$ cat config.mk
export PLATFORM = sky130hd
export DESIGN_NAME = wmc_classifier
export DESIGN_NICKNAME = d
export VERILOG_FILES = /design/src/rtl/wmc_pkg.sv /design/src/rtl/wmc_region.sv /design/src/rtl/wmc_out_stage.sv /design/src/rtl/wmc_classifier.sv
export SDC_FILE = /design/constraint.sdc
export NUM_CORES = 1
export LEC_CHECK = 0
export CORE_UTILIZATION = 35
export CTS_CLUSTER_SIZE = 30
export DETAILED_ROUTE_END_ITERATION = 10
export MAX_ROUTING_LAYER = met4
export PLACE_DENSITY = 0.79
export SETUP_SLACK_MARGIN = 0.1
export SLEW_MARGIN = 20
export SYNTH_ARGS = -nofsm -noshare
export SYNTH_HDL_FRONTEND = slang
export SYNTH_HIERARCHICAL = 1
export SYNTH_SLANG_ARGS = --single-unit
$ cat constraint.sdc
create_clock -name clk -period 0.8 [get_ports clk]
set_input_delay 0.24 -clock clk [delete_from_list [all_inputs] [get_ports clk]]
set_output_delay 0.24 -clock clk [all_outputs]
set_load 0.02 [all_outputs]
$ cat src/rtl/wmc_pkg.sv
package wmc_pkg;

  // one classification result
  typedef struct packed {
    logic hit;
    logic secure;
  } verdict_t;

  localparam int unsigned ADDR_W_DEF    = 32;
  localparam int unsigned SRAM_WM_W_DEF = 8;
  localparam int unsigned FLSH_WM_W_DEF = 7;
  localparam int unsigned SRAM_GRAN_DEF = 10;
  localparam int unsigned FLSH_GRAN_DEF = 13;

  // merge two region verdicts; regions are disjoint, SRAM checked first
  function automatic verdict_t merge_verdict(input verdict_t a, input verdict_t b);
    verdict_t r;
    r.hit    = a.hit | b.hit;
    r.secure = a.hit ? a.secure : (b.hit ? b.secure : 1'b0);
    return r;
  endfunction

endpackage

$ cat src/rtl/wmc_region.sv
module wmc_region #(
  parameter int unsigned      ADDR_W  = 32,
  parameter int unsigned      WM_W    = 8,
  parameter int unsigned      GRAN_LG = 10,
  parameter logic [ADDR_W-1:0] BASE   = 32'h2000_0000,
  parameter logic [ADDR_W-1:0] LAST   = 32'h2001_FFFF
) (
  input  logic              clk,
  input  logic              rst_n,
  input  logic [WM_W-1:0]   wm_i,
  input  logic [ADDR_W-1:0] addr_i,
  output wmc_pkg::verdict_t verdict_o
);
  // width of the secure span: (2^WM_W) granules needs one extra bit
  localparam int unsigned OFF_W = WM_W + GRAN_LG + 1;
  localparam int unsigned CMP_W = (ADDR_W > OFF_W) ? ADDR_W : OFF_W;
  localparam logic [OFF_W-1:0] ONE_G = 1;
  localparam logic [ADDR_W-1:0] REGION_TOP = LAST - BASE;

  // secure span in bytes for a watermark
  function automatic logic [OFF_W-1:0] span_of(input logic [WM_W-1:0] wm);
    logic [OFF_W-1:0] t;
    t = '0;
    t[WM_W-1:0] = wm;
    t = t + ONE_G;
    return t << GRAN_LG;
  endfunction

  logic [ADDR_W-1:0] offset;
  logic [CMP_W-1:0]  off_ext, span_ext, top_ext;
  logic              in_rng;
  logic              below_mark;
  logic              first_granule;
  logic              mark_covers_all;

  always_comb begin
    offset   = addr_i - BASE;
    off_ext  = '0;
    span_ext = '0;
    top_ext  = '0;
    off_ext[ADDR_W-1:0] = offset;
    span_ext[OFF_W-1:0] = span_of(wm_i);
    top_ext[ADDR_W-1:0] = REGION_TOP;
  end

  assign in_rng          = (addr_i >= BASE) && (addr_i <= LAST);
  assign below_mark      = off_ext < span_ext;
  assign first_granule   = in_rng && (off_ext[CMP_W-1:GRAN_LG] == '0);
  assign mark_covers_all = span_ext > top_ext;

  assign verdict_o.hit    = in_rng;
  assign verdict_o.secure = in_rng & below_mark;

  AST_FIRST_GRANULE_SECURE: assert property (@(posedge clk) disable iff (!rst_n)
    first_granule |-> verdict_o.secure);
  AST_SECURE_INSIDE_ONLY: assert property (@(posedge clk) disable iff (!rst_n)
    verdict_o.secure |-> verdict_o.hit);
  AST_FULL_COVER_LAST: assert property (@(posedge clk) disable iff (!rst_n)
    (mark_covers_all && addr_i == LAST) |-> verdict_o.secure);
endmodule

$ cat src/rtl/wmc_out_stage.sv
module wmc_out_stage (
  input  logic              clk,
  input  logic              rst_n,
  input  logic              valid_i,
  input  wmc_pkg::verdict_t verdict_i,
  output logic              valid_o,
  output logic              hit_o,
  output logic              secure_o
);
  always_ff @(posedge clk or negedge rst_n) begin
    if (!rst_n) begin
      valid_o  <= 1'b0;
      hit_o    <= 1'b0;
      secure_o <= 1'b0;
    end else begin
      valid_o  <= valid_i;
      hit_o    <= valid_i & verdict_i.hit;
      secure_o <= valid_i & verdict_i.secure;
    end
  end

  AST_ONE_CYCLE: assert property (@(posedge clk) disable iff (!rst_n)
    valid_i |=> valid_o);
  AST_IDLE_QUIET: assert property (@(posedge clk) disable iff (!rst_n)
    !valid_i |=> (!valid_o && !hit_o && !secure_o));
  AST_SECURE_NEEDS_HIT: assert property (@(posedge clk) disable iff (!rst_n)
    secure_o |-> (hit_o && valid_o));
endmodule

$ cat src/rtl/wmc_classifier.sv
module wmc_classifier #(
  parameter int unsigned       ADDR_W     = 32,
  parameter int unsigned       SRAM_WM_W  = 8,
  parameter int unsigned       FLSH_WM_W  = 7,
  parameter int unsigned       SRAM_GRAN  = 10,
  parameter int unsigned       FLSH_GRAN  = 13,
  parameter logic [ADDR_W-1:0] SRAM_BASE  = 32'h2000_0000,
  parameter logic [ADDR_W-1:0] SRAM_LAST  = 32'h2001_FFFF,
  parameter logic [ADDR_W-1:0] FLSH_BASE  = 32'h1000_0000,
  parameter logic [ADDR_W-1:0] FLSH_LAST  = 32'h100F_FFFF
) (
  input  logic                 clk,
  input  logic                 rst_n,
  input  logic [SRAM_WM_W-1:0] sram_wm_i,
  input  logic [FLSH_WM_W-1:0] flash_wm_i,
  input  logic                 req_valid_i,
  input  logic [ADDR_W-1:0]    req_addr_i,
  output logic                 rsp_valid_o,
  output logic                 rsp_in_region_o,
  output logic                 rsp_secure_o
);
  import wmc_pkg::*;

  verdict_t sram_v, flash_v, merged_v;

  wmc_region #(
    .ADDR_W(ADDR_W), .WM_W(SRAM_WM_W), .GRAN_LG(SRAM_GRAN),
    .BASE(SRAM_BASE), .LAST(SRAM_LAST)
  ) u_sram (
    .clk(clk), .rst_n(rst_n), .wm_i(sram_wm_i),
    .addr_i(req_addr_i), .verdict_o(sram_v)
  );

  wmc_region #(
    .ADDR_W(ADDR_W), .WM_W(FLSH_WM_W), .GRAN_LG(FLSH_GRAN),
    .BASE(FLSH_BASE), .LAST(FLSH_LAST)
  ) u_flash (
    .clk(clk), .rst_n(rst_n), .wm_i(flash_wm_i),
    .addr_i(req_addr_i), .verdict_o(flash_v)
  );

  assign merged_v = merge_verdict(sram_v, flash_v);

  wmc_out_stage u_out (
    .clk(clk), .rst_n(rst_n), .valid_i(req_valid_i), .verdict_i(merged_v),
    .valid_o(rsp_valid_o), .hit_o(rsp_in_region_o), .secure_o(rsp_secure_o)
  );

  AST_REGIONS_DISJOINT: assert property (@(posedge clk) disable iff (!rst_n)
    !(sram_v.hit && flash_v.hit));
endmodule

==> out/summary.md <==
Route
- **Detailed Route WL** 2920 um
- **detailed-routing iteration count for the pre-antenna-repair pass** 4
- **DRT iter0 DRCs** 10
- **remaining routing DRC violations** 0
- **number of nets with antenna violations after routing** 0
- **mean number of vias per cell** 5.24
- **detailed-route wire length per cell** 14.7 um
- **via count** 1,042

Die
- **count of boundary I/O pins** 53
- **count of standard-cell rows** 16
- **initial core utilization** 38.4%
- **DIE WIDTH** 49.3 um
- **area of the core** 2040 um2
- **height of the chip** 49.3 um
- **Total Die Area** 2430 um2

Layout
- **number of non-filler instances in the completed layout** 199
- **proportion of layout cells with a drive suffix above 1** 45.3%
- **net total in the final layout** 241
- **Area Overhead vs Synth** 107%
- **antenna fix cells** 0

Status
- **violated checks** setup timing
- **status** finished with violations

Setup path
- **nature of the critical path endpoint** flop
- **CP Max Fanout** 2
- **endpoint required time on the critical path** 0.97 ns
- **Critical Path AT** 2.06 ns
- **Crit Path Class** in2reg
- **startpoint kind of the worst setup timing path** input port

Clocking
- **deepest clock path buffer count** 2
- **TritonCTS clock tree** yes
- **clock-pin slew on the worst setup and hold paths** 0.04 ns
- **Clk Tree Root Cell** sky130_fd_sc_hd__clkbuf_4
- **CTS Buf Count** 3
- **htree depth** 1
- **clk sink count** 3
- **CTS Hold Bufs** 0

Hold path
- **Hold WC Path Type** in2async

Synth
- **Mapped Nets** 164
- **count of flip-flops with a built-in enable after synthesis** 0
- **combined area of all synthesized cells** 785 um2
- **primary flip-flop cell chosen by synthesis mapping** sky130_fd_sc_hd__dfrtp_1
- **fraction of synthesis flops using an asynchronous set or reset pin** 100%
- **Synth Area per Inst** 8.17 um2
- **number of instances in the synthesized netlist** 96
- **share of the yosys chip area belonging to registers** 9.57%
- **number of distinct library cells after synthesis** 29
- **Synth warnings** 6
- **number of synthesized register bits** 3

Timing
- **period utilization** 236%
- **slew at the pin closest to its max-slew limit** 0.257 ns
- **top achievable clock speed** 0.529 GHz
- **RSZ-0062 raised after global routing** yes
- **minimum period implied by the final worst setup slack** 1.89 ns
- **Slew Viols, Final** 0
- **final hold vios** 0
- **Final Setup Violations** 5
- **Max-slew headroom** 82.6%
- **final worst-path setup slack** -1.09 ns

Place
- **HPWL after detailed placement** 2110 um
- **I/O Buffers** 42
- **placed cell count** 190
- **final estimated routing congestion in global placement** 0.761

Global routing
- **antenna violations before repair** 0
- **Congestion Overflow GR** 0
- **first-pass GRT wire length** 4440 um
- **pin count of the biggest net entering global routing** 5
- **vias in the first global route** 1,134
- **global-route total usage across every layer** 23.8%

Power and ir drop
- **worst IR drop on VDD** 0.726 mV
- **Power, Total** 1110 uW
- **static leakage** 0.000775 uW
- **power per standard cell area** 683 nW/um2

Run
- **Max Cap Viol** 0

==> sequential cells by signal, summed over array words and instances, names as in the netlist <==
signal          flops
u_out/hit_o         1
u_out/secure_o      1
u_out/valid_o       1
==> synthesized netlist by cell type (all sizes together), types with 2 or more instances <==
cell | count | area [um2]
and2 | 2 | 12.5
nand3 | 10 | 50.1
nand2 | 6 | 22.5
buf | 2 | 15.0
a211oi | 3 | 22.5
nand4 | 3 | 18.8
nor2 | 8 | 30.0
xor2 | 6 | 52.6
xnor2 | 6 | 52.6
nor4 | 4 | 52.6
ha | 18 | 225
nor3 | 2 | 10.0
dfrtp | 3 | 75.1
a21oi | 4 | 20.0
o21ai | 3 | 15.0
inv | 6 | 22.5
==> worst max-delay path, stage by stage <==
cell,delay (ns)
sky130_fd_sc_hd__buf_8,0.08
sky130_fd_sc_hd__buf_4,0.11
sky130_fd_sc_hd__buf_4,0.12
sky130_fd_sc_hd__nand3_4,0.08
sky130_fd_sc_hd__xor2_2,0.18
sky130_fd_sc_hd__ha_2,0.19
sky130_fd_sc_hd__a211oi_2,0.22
sky130_fd_sc_hd__nor2_1,0.06
sky130_fd_sc_hd__o311ai_1,0.29
sky130_fd_sc_hd__and3_1,0.21
sky130_fd_sc_hd__nand2_1,0.06
sky130_fd_sc_hd__o21ai_1,0.10
sky130_fd_sc_hd__and2_1,0.13
==> metal layers <==
metal	global-route usage, %	vias up	wire length, um
li1	-	509	-
met1	22.1	485	1050
met2	45.4	42	1680
met3	4.67	6	135
met4	12.3	0	56
met5	-	-	0
==> cells by family (layout without fill, tap and decap cells) <==
logic type	after synthesis	in the layout	share of synthesized area, %
AOI/OAI and AO/OA	13	13	10.5
xor gates and xnor gates	12	12	13.4
adders and majority gates	18	18	28.7
DFF	3	3	9.57
buffers and inverters	8	84	4.78
and+or+nand+nor	42	42	33.0
==> power breakdown <==
group | total, uW | internal [uW] | switching, uW
clock | 256 | 186 | 70.0
combinational | 697 | 385 | 312
sequential | 156 | 155 | 1.07
total | 1110 | 727 | 383
==> layout by cell type (no fill, tap or decap), types with 3 or more instances in the layout <==
cell type,Yosys,routed
sky130_fd_sc_hd__dlygate4sd2_1,0,7
sky130_fd_sc_hd__nand3_1,10,5
sky130_fd_sc_hd__nand4_1,3,3
sky130_fd_sc_hd__a211oi_2,0,3
sky130_fd_sc_hd__nor2_1,8,5
sky130_fd_sc_hd__nor4_4,1,3
sky130_fd_sc_hd__xor2_1,6,5
sky130_fd_sc_hd__nand2_1,6,5
sky130_fd_sc_hd__buf_4,2,30
sky130_fd_sc_hd__nand3_2,0,3
sky130_fd_sc_hd__a21oi_1,4,3
sky130_fd_sc_hd__clkdlybuf4s50_1,0,9
sky130_fd_sc_hd__xnor2_1,6,5
sky130_fd_sc_hd__ha_1,18,14
sky130_fd_sc_hd__clkbuf_2,0,3
sky130_fd_sc_hd__inv_1,6,5
sky130_fd_sc_hd__dfrtp_1,3,3
sky130_fd_sc_hd__clkbuf_4,0,3
sky130_fd_sc_hd__buf_6,0,7
sky130_fd_sc_hd__dlymetal6s2s_1,0,8
sky130_fd_sc_hd__buf_2,0,6
==> metrics by stage <==
stage	util [%]	setup TNS, ns	hold slack (ns)	setup slack, ns	instance area, um2
after floorplan	-	-1.57	-0.0556	-1.01	807
after global placement	71.0	-3.75	0.431	-1.67	1450
after detailed placement	71.0	-3.84	0.433	-1.76	1450
after CTS	74.9	-2.11	0.189	-1.06	1530
after global routing	79.6	-2.38	0.190	-1.21	1630
final	79.6	-2.15	0.193	-1.09	1630
==> layout make-up <==
class	count	area (um2)
clock buffers	4	26.3
fillers	155	417
inverters	6	22.5
multi-input cells	85	817
flip-flops and latches	3	75.1
well taps	27	33.8
repair buffers	74	651
==> timing repair <==
item	in CTS	in global routing
gates cloned	0	0
pin swaps	37	32
setup endpoints to repair	5	5
buffers inserted	2	3
resized for setup	91	31
==> how the worst max path moves through the flow <==
stage	from	endpoint	slack, ns	cells past startpoint
detailed placement	flash_wm_i[1]	u_out/secure_o$_DFF_PN0_	-1.76	13
global route	flash_wm_i[1]	u_out/secure_o$_DFF_PN0_	-1.21	12
global placement	flash_wm_i[1]	u_out/secure_o$_DFF_PN0_	-1.67	12
CTS	flash_wm_i[0]	u_out/secure_o$_DFF_PN0_	-1.06	12
floorplan	flash_wm_i[1]	u_out/secure_o$_DFF_PN0_	-1.01	11
finish	flash_wm_i[0]	u_out/secure_o$_DFF_PN0_	-1.09	13
No activity file was read; power rests on OpenSTA's default activity.
